**config.mk**
```make
export PLATFORM = sky130hd
export DESIGN_NAME = dual_bank_intc
export DESIGN_NICKNAME = d
export VERILOG_FILES = /design/src/rtl/intc_pkg.sv /design/src/rtl/intc_sampler.sv /design/src/rtl/intc_decode.sv /design/src/rtl/intc_line_cell.sv /design/src/rtl/intc_bank.sv /design/src/rtl/dual_bank_intc.sv
export SDC_FILE = /design/constraint.sdc
export NUM_CORES = 1
export LEC_CHECK = 0
export CORE_AREA = 2 2 191 193
export DETAILED_ROUTE_END_ITERATION = 10
export DIE_AREA = 0 0 193 195
export GPL_ROUTABILITY_DRIVEN = 0
export SETUP_SLACK_MARGIN = 0.05
export SLEW_MARGIN = 25
export SYNTH_ARGS = -nofsm -noshare
export SYNTH_HDL_FRONTEND = slang
export SYNTH_SLANG_ARGS = --single-unit
```
**constraint.sdc**
```tcl
create_clock -name clk -period 5.8 [get_ports clk]
set_clock_uncertainty 0.05 [all_clocks]
set_input_delay 0.87 -clock clk [delete_from_list [all_inputs] [get_ports clk]]
set_output_delay 0.87 -clock clk [all_outputs]
set_load 0.005 [all_outputs]
```
**src/rtl/intc_pkg.sv**
```systemverilog
package intc_pkg;

  typedef enum logic [2:0] {
    REG_SRC  = 3'd0,
    REG_MASK = 3'd1,
    REG_CLR  = 3'd2,
    REG_MODE = 3'd3,
    REG_POL  = 3'd4,
    REG_STS  = 3'd5
  } reg_sel_e;

  localparam int unsigned REG_LAST   = 5;
  localparam int unsigned BANK_COUNT = 2;
  localparam int unsigned BANK_NORM  = 0;
  localparam int unsigned BANK_FAST  = 1;

  // Selected transition between the previous and the current sample.
  function automatic logic edge_hit(input logic cur, input logic prev, input logic rise);
    return rise ? (cur & ~prev) : (~cur & prev);
  endfunction

  // Level activity, polarity 1 inverts the input.
  function automatic logic level_hit(input logic cur, input logic low_active);
    return cur ^ low_active;
  endfunction

  // Next value of an edge latch: a new event beats an acknowledge.
  function automatic logic latch_next(input logic held, input logic edge_mode,
                                      input logic ack, input logic evt);
    return edge_mode & ((held & ~ack) | evt);
  endfunction

endpackage

```
**src/rtl/intc_sampler.sv**
```systemverilog
module intc_sampler #(
  parameter int unsigned NUM_LINES = 32
) (
  input  logic                 clk,
  input  logic                 rst_n,
  input  logic [NUM_LINES-1:0] line_in,
  output logic [NUM_LINES-1:0] prev_q
);

  always_ff @(posedge clk or negedge rst_n) begin
    if (!rst_n) prev_q <= '0;
    else        prev_q <= line_in;
  end

endmodule

```
**src/rtl/intc_decode.sv**
```systemverilog
module intc_decode
  import intc_pkg::*;
#(
  parameter int unsigned ADDR_W    = 8,
  parameter int unsigned BANK_SPAN = 32
) (
  input  logic [ADDR_W-1:0] addr,
  output logic              hit,
  output logic              bank,
  output reg_sel_e          sel
);

  localparam int unsigned WORD_LSB = 2;
  localparam int unsigned SPAN_LSB = $clog2(BANK_SPAN);
  localparam int unsigned SEL_W    = SPAN_LSB - WORD_LSB;

  logic [ADDR_W-1:0] blk;
  logic [SEL_W-1:0]  idx;
  logic              aligned;
  logic              in_range;

  always_comb begin
    blk      = addr >> SPAN_LSB;
    idx      = addr[SPAN_LSB-1:WORD_LSB];
    aligned  = (addr[WORD_LSB-1:0] == '0);
    in_range = (blk < ADDR_W'(BANK_COUNT)) && (idx <= SEL_W'(REG_LAST));
    hit      = aligned && in_range;
    bank     = blk[0];
    sel      = reg_sel_e'(idx);
  end

endmodule

```
**src/rtl/intc_line_cell.sv**
```systemverilog
module intc_line_cell
  import intc_pkg::*;
(
  input  logic clk,
  input  logic rst_n,
  input  logic cur,
  input  logic prev,
  input  logic edge_mode,
  input  logic pol,
  input  logic ack,
  output logic evt,
  output logic pend
);

  logic held_q;
  logic lvl;

  always_comb begin
    evt  = edge_hit(cur, prev, pol);
    lvl  = level_hit(cur, pol);
    pend = edge_mode ? held_q : lvl;
  end

  always_ff @(posedge clk or negedge rst_n) begin
    if (!rst_n) held_q <= 1'b0;
    else        held_q <= latch_next(held_q, edge_mode, ack, evt);
  end

  AST_EDGE_BEATS_ACK: assert property (@(posedge clk) disable iff (!rst_n)
    (edge_mode && evt && ack) |=> held_q);
  AST_ACK_DROPS: assert property (@(posedge clk) disable iff (!rst_n)
    (edge_mode && ack && !evt) |=> !held_q);
  AST_EDGE_STICKY: assert property (@(posedge clk) disable iff (!rst_n)
    (edge_mode && held_q && !ack) |=> held_q);
  AST_LEVEL_NO_LATCH: assert property (@(posedge clk) disable iff (!rst_n)
    !edge_mode |=> !held_q);

endmodule

```
**src/rtl/intc_bank.sv**
```systemverilog
module intc_bank
  import intc_pkg::*;
#(
  parameter int unsigned NUM_LINES = 32
) (
  input  logic                 clk,
  input  logic                 rst_n,
  input  logic [NUM_LINES-1:0] line_in,
  input  logic [NUM_LINES-1:0] prev_in,
  input  logic                 wr_en,
  input  reg_sel_e             sel,
  input  logic [NUM_LINES-1:0] wdata,
  output logic [NUM_LINES-1:0] rdata,
  output logic                 req_q
);

  logic [NUM_LINES-1:0] mask_q, mode_q, pol_q;
  logic [NUM_LINES-1:0] ack_vec, evt_vec, pend_vec, status;

  always_ff @(posedge clk or negedge rst_n) begin
    if (!rst_n) begin
      mask_q <= '0;
      mode_q <= '0;
      pol_q  <= '0;
    end else if (wr_en) begin
      if (sel == REG_MASK) mask_q <= wdata;
      if (sel == REG_MODE) mode_q <= wdata;
      if (sel == REG_POL)  pol_q  <= wdata;
    end
  end

  assign ack_vec = (wr_en && sel == REG_CLR) ? wdata : '0;

  for (genvar i = 0; i < NUM_LINES; i++) begin : g_line
    intc_line_cell u_cell (
      .clk       (clk),
      .rst_n     (rst_n),
      .cur       (line_in[i]),
      .prev      (prev_in[i]),
      .edge_mode (mode_q[i]),
      .pol       (pol_q[i]),
      .ack       (ack_vec[i]),
      .evt       (evt_vec[i]),
      .pend      (pend_vec[i])
    );
  end

  assign status = pend_vec & mask_q;

  always_ff @(posedge clk or negedge rst_n) begin
    if (!rst_n) req_q <= 1'b0;
    else        req_q <= |status;
  end

  always_comb begin
    case (sel)
      REG_SRC:  rdata = pend_vec;
      REG_MASK: rdata = mask_q;
      REG_MODE: rdata = mode_q;
      REG_POL:  rdata = pol_q;
      REG_STS:  rdata = status;
      default:  rdata = '0;
    endcase
  end

  AST_CFG_HOLD: assert property (@(posedge clk) disable iff (!rst_n)
    !wr_en |=> ($stable(mask_q) && $stable(mode_q) && $stable(pol_q)));
  AST_REQ_NEEDS_STATUS: assert property (@(posedge clk) disable iff (!rst_n)
    req_q |-> $past(status != '0));
  AST_MASK_OFF_QUIET: assert property (@(posedge clk) disable iff (!rst_n)
    (mask_q == '0) |=> !req_q);
  AST_STATUS_SUBSET: assert property (@(posedge clk) disable iff (!rst_n)
    (rdata & ~pend_vec & ~mask_q & ~mode_q & ~pol_q) == '0);

endmodule

```
**src/rtl/dual_bank_intc.sv**
```systemverilog
module dual_bank_intc
  import intc_pkg::*;
#(
  parameter int unsigned NUM_LINES = 32,
  parameter int unsigned ADDR_W    = 8,
  parameter int unsigned BANK_SPAN = 32
) (
  input  logic                 clk,
  input  logic                 rst_n,
  input  logic [NUM_LINES-1:0] line_in,
  input  logic [ADDR_W-1:0]    reg_addr,
  input  logic                 reg_wr,
  input  logic [NUM_LINES-1:0] reg_wdata,
  output logic [NUM_LINES-1:0] reg_rdata,
  output logic                 irq_req,
  output logic                 fiq_req
);

  logic                 dec_hit;
  logic                 dec_bank;
  reg_sel_e             dec_sel;
  logic [NUM_LINES-1:0] prev_q;
  logic [NUM_LINES-1:0] bank_rdata [BANK_COUNT];
  logic                 bank_req   [BANK_COUNT];
  logic                 bank_wr    [BANK_COUNT];

  intc_decode #(.ADDR_W(ADDR_W), .BANK_SPAN(BANK_SPAN)) u_dec (
    .addr (reg_addr),
    .hit  (dec_hit),
    .bank (dec_bank),
    .sel  (dec_sel)
  );

  intc_sampler #(.NUM_LINES(NUM_LINES)) u_smp (
    .clk     (clk),
    .rst_n   (rst_n),
    .line_in (line_in),
    .prev_q  (prev_q)
  );

  for (genvar b = 0; b < BANK_COUNT; b++) begin : g_bank
    assign bank_wr[b] = reg_wr && dec_hit && (dec_bank == 1'(b));
    intc_bank #(.NUM_LINES(NUM_LINES)) u_bank (
      .clk     (clk),
      .rst_n   (rst_n),
      .line_in (line_in),
      .prev_in (prev_q),
      .wr_en   (bank_wr[b]),
      .sel     (dec_sel),
      .wdata   (reg_wdata),
      .rdata   (bank_rdata[b]),
      .req_q   (bank_req[b])
    );
  end

  assign reg_rdata = dec_hit ? bank_rdata[dec_bank] : '0;
  assign irq_req   = bank_req[BANK_NORM];
  assign fiq_req   = bank_req[BANK_FAST];

  AST_ONE_BANK_WRITE: assert property (@(posedge clk) disable iff (!rst_n)
    $onehot0({bank_wr[BANK_FAST], bank_wr[BANK_NORM]}));
  AST_UNMAPPED_ZERO: assert property (@(posedge clk) disable iff (!rst_n)
    !dec_hit |-> (reg_rdata == '0));

endmodule

```
## After elaboration in Yosys (flattened, before gate mapping)

Cells that the tools add are included.

| storage, ports and cells | value |
|---|---|
| register bits | 290 |

| operators by class | value |
|---|---|
| bitwise operators | 452 |
| reductions and logical operators | 17 |
| equality and inequality tests | 5 |
| $lt $le $gt $ge | 3 |
| mux-type cells | 136 |

Operators with widths:

| kind | count |
|---|---|
| $pmux 32 s5 | 2 |
| $and 1x1->1 | 192 |
| $mux 32 | 6 |
| $not 1->1 | 129 |
| $mux 1 | 128 |
| $and 32x32->32 | 2 |
| $or 1x1->1 | 64 |
| $reduce_or 32->1 | 2 |
| $xor 1x1->1 | 64 |
| $reduce_and 2->1 | 6 |
| $logic_and 1x1->1 | 7 |
| $eq 3x2->1 const B | 2 |
| $eq 3x3->1 const B | 2 |
| $eq 3x1->1 const B | 1 |
| $le 3x3->1 const B | 1 |
| $logic_not 3->1 | 1 |
| $lt 3x2->1 const B | 1 |
| $ge 2x2->1 const B | 1 |
| $logic_not 2->1 | 1 |
| $not 1->2 | 1 |

## Longest topological paths before layout

Gate-level depths: netlist (run 1).

| depth | value |
|---|---|
| depth in word-level cells | 11 |
| gate-level depth with buffers | 8 |

## By module

Synthesis (run 1) repeated with hierarchy kept, for this count alone.

| unflattened totals | value |
|---|---|
| cells, all modules | 1780 |
| area, all modules | 18048.6 sq um |

By module, submodules not included:

| module | area each (sq um) | sequential area each (sq um) | cells an instance | times used |
|---|---|---|---|---|
| intc_bank | 5251.3 | 2427.3 | 482 | 2 |
| intc_line_cell | 95.1 | 25.0 | 11 | 64 |
| intc_sampler | 800.8 | 800.8 | 32 | 1 |
| dual_bank_intc | 616.8 | 0.0 | 74 | 1 |
| intc_decode | 42.5 | 0.0 | 6 | 1 |

## Least setup slack after synthesis (run 1)

OpenSTA, ideal clock, no wires.

| path | value |
|---|---|
| kind | input-to-output |
| start | input reg_addr[3] |
| end | output reg_rdata[11] |
| data arrival time | 2.253 ns |
| setup slack | 2.627 ns |
| stages | 7 |
| required time | 4.880 ns |
| cells stage by stage | buf_2 inv_1 nand3_1 clkbuf_1 o21ai_0 a2111oi_0 nor3_1 |

| on the way | value |
|---|---|
| word-level cells in the longest chain between the ends | 6 |
| elaborated cells between the ends (all ways) | 14 |
| classes of those cells | order compare (1); eq/ne (4); mux (6); reduce/logical (3) |

Ends and longest elaborated chain:

| item | RTL line | source |
|---|---|---|
| start: declaration | dual_bank_intc.sv:11 | `input logic [ADDR_W-1:0] reg_addr,` |
| $eq 3x3->1 (tied with other cells) | intc_bank.sv:56 | `case (sel)` |
| $pmux 32 s5 | intc_bank.sv:56 |  |
| $mux 32 (not written as such) (3 in series) | dual_bank_intc.sv:56 | `assign reg_rdata = dec_hit ? bank_rdata[dec_bank] : '0;` |
| $mux 32 * | dual_bank_intc.sv:56 |  |
| end: declaration | dual_bank_intc.sv:14 | `output logic [NUM_LINES-1:0] reg_rdata,` |

Every way passes the cells marked *; elsewhere a longest branch is shown, timed or not. The select of a mux whose other input is x is not followed.

## Final worst setup path (run 1)

| path | value |
|---|---|
| start | input reg_addr[3] |
| end | output reg_rdata[5] |

Same word-level chain as after synthesis.

==> flow_summary_export.csv, run 1 <==
group,metric,value,unit
die,start_util,44.6,%
power_and_ir_drop,powerDensity,263,nW/um^2
finish,final_nets,1747,
finish,design_area,18300,sq um
routing,wl,48400,um
worst_setup_path,cp_top_family,"buffers and inverters",
synthesis,syn_area_per_cell,9.89,sq um
synthesis,ys_types,41,
grt,overflow,0,
clock_tree,h-tree-depth,2,
synthesis,ys_seq_area_share,46.0,%
synthesis,synth_enable_flop_cells,0,
worst_setup_path,slowest_stage,"and3b_2",
sta,worstMarginPinSlew,967,ps
min_path,hold_path_class,"primary input to async pin",
die,core_area,35400,sq um
finish,area_growth,16.3,%
sta,period_share,84.7,%
finish,fillers,3217,
worst_setup_path,cp_data_arrival_time,4000,ps
routing,firstDrtPassIters,5,
worst_setup_path,path_buf_inv,3,
synthesis,async_flop_share,100,%
power_and_ir_drop,vdd_drop_max,211,uV
sta,max_slew_margin,35.5,%
synthesis,synthCells,1595,
clock_tree,cts_root_buf,"clkbuf_16",
power_and_ir_drop,power_leakage,0.00762,uW
synthesis,synth.cell_area,15800,sq um
sta,finalSetupViolations,0,
clock_tree,cts_tree,"done",
worst_setup_path,cp_cell_sequence,"clkdlybuf4s50_1 -> and3b_2 -> buf_4 -> a22oi_1 -> o211ai_1 -> a21oi_1 -> nor3_1 -> clkdlybuf4s50_1",
finish,final_util,51.8,%
worst_setup_path,worstSetupPathType,"primary input to output port",
worst_setup_path,cp_data_required_time,4880,ps
routing,post-route-drc-count,0,
grt,grt_pass1_wl,75500,um
sta,period_needed,4920,ps
clock_tree,clock-sinks,290,
sta,drv_slew,0,
worst_setup_path,worst_path_most_repeated_cell,"clkdlybuf4s50_1",
die,dieArea,37600,sq um
synthesis,synth_warnings,0,
finish,drive_above_1_share,16.6,%
place,port_buffers,108,
grt,grt_pass1_vias,12615,
synthesis,syn_nets,1670,
routing,detail-route-antenna-nets,0,
clock_tree,post_cts_buffers,0,
clock_tree,hold_buffers,0,
grt,antenna_found_initial,1,
grt,grt_max_degree,111,
worst_setup_path,cpPeakStageDelay,890,ps
run,cap_viol_max_count,0,
clock_tree,cts_resized,0,
clock_tree,cts_buffer_depth,3,
finish,layout_common_cells,"290 x dfrtp_1, 178 x mux2_2, 162 x nor2_1, 150 x nand2_1, 144 x a21oi_1",
routing,wl_per_cell,22.4,um
die,die_h,195,um
clock_tree,cts_buffers,35,
place,dpl.hpwl,31500,um
clock_tree,clock_latency,520,ps
synthesis,synth_ff_type,"dfrtp_1",
run_status,outcome,"completed",
grt,grt.total_usage,26.1,%
finish,final_common_cell,"dfrtp_1",
die,fp.dieW,193,um
die,ios,109,
worst_setup_path,cp_max_fo,38,
routing,vias,12857,
worst_setup_path,end_kind,"output port",
routing,viasPerCell,5.96,
sta,grt_setup_unrepaired,"no",
sta,finalSetupTns,0,ps
synthesis,ys_seq_elements,290,
die,rows,69,
sta,fmax,0.203,GHz
clock_tree,clk_pin_slew,60,ps
sta,hold_violations,0,
worst_setup_path,critPathLaunchType,"primary input",
place,dpl_cell_area,17200,sq um
routing,drtIter0Drc,1131,
-- stage by stage --
step	worst slack [ps]	total power [uW]	hold WS, ps	instances
5_1_grt	725	5010	445	2158
4_1_cts	929	4860	405	2157
3_5_place_dp	950	2710	455	2095
6_report	885	4820	374	2159
3_3_place_gp	964	2700	445	2095
2_1_floorplan	2630	2460	431	1595
-- worst reg2reg max path, delay by kind of cell (launching register included) --
family	cells	cell delay, ps
muxes	1	380
AOI/OAI and AO/OA	1	200
xor gates and xnor gates	1	160
and+or+nand+nor	2	1050
DFF	1	430
-- Yosys cell counts, drive strengths merged (37+ instances only) --
cell / instances / area [sq um]
a21boi: 64 / 480
a21oi: 145 / 737
clkbuf: 69 / 259
dfrtp: 290 / 7260
inv: 38 / 143
mux2: 192 / 2160
mux2i: 37 / 370
nand2: 150 / 563
nor2: 168 / 676
o211ai: 38 / 285
o21ai: 109 / 546
xor2: 55 / 482
-- cell type report --
type,count,area (sq um),area share [%]
tap,461,577,3.14
clock inverter,4,45.0,0.245
clock buffer,58,1060,5.80
antenna,1,2.50,0.0136
inverter,38,143,0.777
sequential,290,7260,39.6
timing repair buffer,145,1400,7.62
multi-input combinational,1162,7860,42.8
-- final timing paths --
kind | startpoint | to | slack, ps | cells after the start
min in group clk | g_bank[1].u_bank.mask_q[1] | g_bank[1].u_bank.mask_q[1] | 470 | 1
setup reg to reg | g_bank[1].u_bank.pol_q[21] | g_bank[1].u_bank.req_q | 3320 | 5
hold reg to reg | g_bank[1].u_bank.mask_q[1] | g_bank[1].u_bank.mask_q[1] | 470 | 1
setup / recovery | reg_addr[3] | reg_rdata[5] | 880 | 8
hold / removal | rst_n | g_bank[1].u_bank.pol_q[23] | 370 | 1
max in group asynchronous | rst_n | u_smp.prev_q[17] | 4090 | 2
-- layer usage --
metal  share of wire (%)  global-route usage [%]  vias to the layer above
li1                    -                       -                     5893
met1                  46                    37.7                     6438
met2                  46                    40.8                      444
met3                 6.3                    3.79                       82
met4                 2.6                    7.44                        0
met5                   0                       0                        -
-- flip-flops by register name, summed over array words and instances (netlist names) --
signal / cells
g_bank.u_bank.g_line.u_cell.held_q: 64
g_bank.u_bank.mask_q: 64
g_bank.u_bank.mode_q: 64
g_bank.u_bank.pol_q: 64
u_smp.prev_q: 32
g_bank.u_bank.req_q: 2
-- logic make-up (layout without fill, tap and decap cells) --
logic type | count (synthesis) | in the layout | share of synthesized area, %
AOI/OAI and AO/OA | 483 | 483 | 19.4
xor gates and xnor gates | 64 | 64 | 3.55
buffers and inverters | 143 | 245 | 4.35
DFF | 290 | 290 | 46.0
muxes | 229 | 229 | 16.1
other | 0 | 1 | 0
and+or+nand+nor | 386 | 386 | 10.6
-- power by group --
part	switching (uW)	leakage [uW]	internal, uW
registers	79.0	0.00395	2100
clock network	847	0.000543	1290
logic	302	0.00313	202
Note: power is estimated with default switching activity, not from simulation.
==> run 2, diff against run 1 <==
Clock period 5.8 ns to 4.55 ns, I/O delays scaled along.
==> flow_summary_export.csv, run 2 (synthesis gave the netlist of run 1 again) <==
group,metric,value,unit
worst_setup_path,path_buf_inv,3,
sta,worstMarginPinSlew,832,ps
worst_setup_path,reg2reg_slack,2390,ps
worst_setup_path,cp_data_required_time,3820,ps
grt,grt.total_usage,26.1,%
finish,area_growth,17.1,%
worst_setup_path,slowest_stage,"clkdlybuf4s50_1",
place,dpl.hpwl,32600,um
worst_setup_path,end_kind,"output port",
clock_tree,h-tree-depth,2,
sta,hold_violations,0,
sta,finalSetupTns,0,ps
die,die_h,195,um
worst_setup_path,worstSetupPathType,"primary input to output port",
die,ios,109,
sta,period_share,95.2,%
finish,final_nets,1759,
routing,post-route-drc-count,0,
power_and_ir_drop,p_switching,1570,uW
power_and_ir_drop,total_power,6150,uW
worst_setup_path,critPathLaunchType,"primary input",
power_and_ir_drop,pwr-share-comb,10.5,%
power_and_ir_drop,powerDensity,333,nW/um^2
worst_setup_path,worst_path_most_repeated_cell,"clkdlybuf4s50_1",
routing,viasPerCell,5.95,
routing,firstDrtPassIters,5,
finish,drive_above_1_share,17.2,%
worst_setup_path,cp_cell_sequence,"clkdlybuf4s50_1 -> and3b_2 -> buf_4 -> a22oi_1 -> o211ai_1 -> a21oi_1 -> nor3_1 -> clkdlybuf4s50_1",
sta,drv_slew,0,
power_and_ir_drop,vdd_drop_max,220,uV
grt,grt_pass1_wl,76000,um
clock_tree,cts_resized,0,
routing,wl,48200,um
sta,max_slew_margin,44.5,%
worst_setup_path,cpPeakStageDelay,790,ps
grt,overflow,0,
clock_tree,cts_root_buf,"clkbuf_16",
clock_tree,clk_pin_slew,50,ps
clock_tree,clock_latency,510,ps
clock_tree,cts_buffer_depth,3,
worst_setup_path,cp_max_fo,19,
clock_tree,post_cts_buffers,0,
die,core_area,35400,sq um
routing,drtIter0Drc,857,
sta,grt_setup_unrepaired,"no",
sta,fmax,0.231,GHz
clock_tree,clock-sinks,290,
die,start_util,44.6,%
power_and_ir_drop,intPower,4580,uW
routing,wl_per_cell,22.2,um
die,dieArea,37600,sq um
die,fp.dieW,193,um
power_and_ir_drop,swShare,25.5,%
grt,antenna_found_initial,2,
run,cap_viol_max_count,0,
routing,detail-route-antenna-nets,0,
finish,fillers,3259,
min_path,hold_path_class,"primary input to async pin",
grt,grt_max_degree,97,
clock_tree,cts_tree,"done",
finish,layout_common_cells,"290 x dfrtp_1, 178 x mux2_2, 162 x nor2_1, 150 x nand2_1, 144 x a21oi_1",
sta,period_needed,4330,ps
power_and_ir_drop,seqPwrFrac,45.3,%
power_and_ir_drop,power_frac_clock,44.2,%
clock_tree,hold_buffers,0,
place,port_buffers,108,
die,rows,69,
run_status,outcome,"completed",
sta,finalSetupViolations,0,
power_and_ir_drop,power_leakage,0.00769,uW
clock_tree,cts_buffers,36,
grt,grt_pass1_vias,12812,
finish,final_common_cell,"dfrtp_1",
worst_setup_path,cp_data_arrival_time,3600,ps
worst_setup_path,cp_top_family,"buffers and inverters",
routing,vias,12883,
run 2: through the flow:
| stage | util [%] | std cells | setup slack [ps] | instance area (sq um) | hold slack (ps) |
|---|---|---|---|---|---|
| floorplan | - | 1595 | 1750 | 15800 | 337 |
| CTS | 52.2 | 2166 | 282 | 18500 | 196 |
| global route | 52.2 | 2166 | 157 | 18500 | 215 |
| detailed placement | 49.1 | 2107 | 305 | 17400 | 466 |
| global placement | 49.1 | 2107 | 337 | 17400 | 448 |
| finish | 52.2 | 2167 | 218 | 18500 | 136 |
run 2: worst register-to-register path: stages (launching register included):
cell and delay (ps):
dfrtp_1 430, xor2_1 160, mux2i_1 320, o22ai_1 190, nor4_1 680, nand4_1 160
run 2: worst paths after layout:
path	startpoint	endpoint	depth (start not counted)
max in group asynchronous	rst_n	g_bank[1].u_bank.mask_q[23]	2
min in group clk	g_bank[1].u_bank.mask_q[0]	g_bank[1].u_bank.mask_q[0]	1
setup / recovery	reg_addr[3]	reg_rdata[7]	8
hold / removal	rst_n	g_bank[1].u_bank.g_line[23].u_cell.held_q	1
setup reg to reg	g_bank[1].u_bank.pol_q[21]	g_bank[1].u_bank.req_q	5
hold reg to reg	g_bank[1].u_bank.mask_q[0]	g_bank[1].u_bank.mask_q[0]	1
run 2: power by group through the flow:
stage	logic, uW	clock network, uW	registers, uW
final	646	2720	2780
after global routing	709	2870	2800
after CTS	645	2770	2780
after detailed placement	642	0	2830
after global placement	634	0	2820
after floorplan	343	0	2790
run 2: routing by layer:
layer / share of wire, % / GRT usage [%]
met5: 0.029 / 0
met4: 2.3 / 7.18
met3: 5.9 / 3.74
met2: 46 / 41.1
met1: 45 / 37.6
run 2: area by class of cell:
| cell class | count | area (sq um) | area share (%) |
|---|---|---|---|
| multi-input cells | 1162 | 7860 | 42.5 |
| diodes | 1 | 2.50 | 0.0135 |
| repair buffers | 156 | 1540 | 8.31 |
| inverters | 38 | 143 | 0.772 |
| flip-flops and latches | 290 | 7260 | 39.3 |
| well taps | 461 | 577 | 3.12 |
| clock inverters | 5 | 53.8 | 0.291 |
| clock buffers | 54 | 1050 | 5.68 |
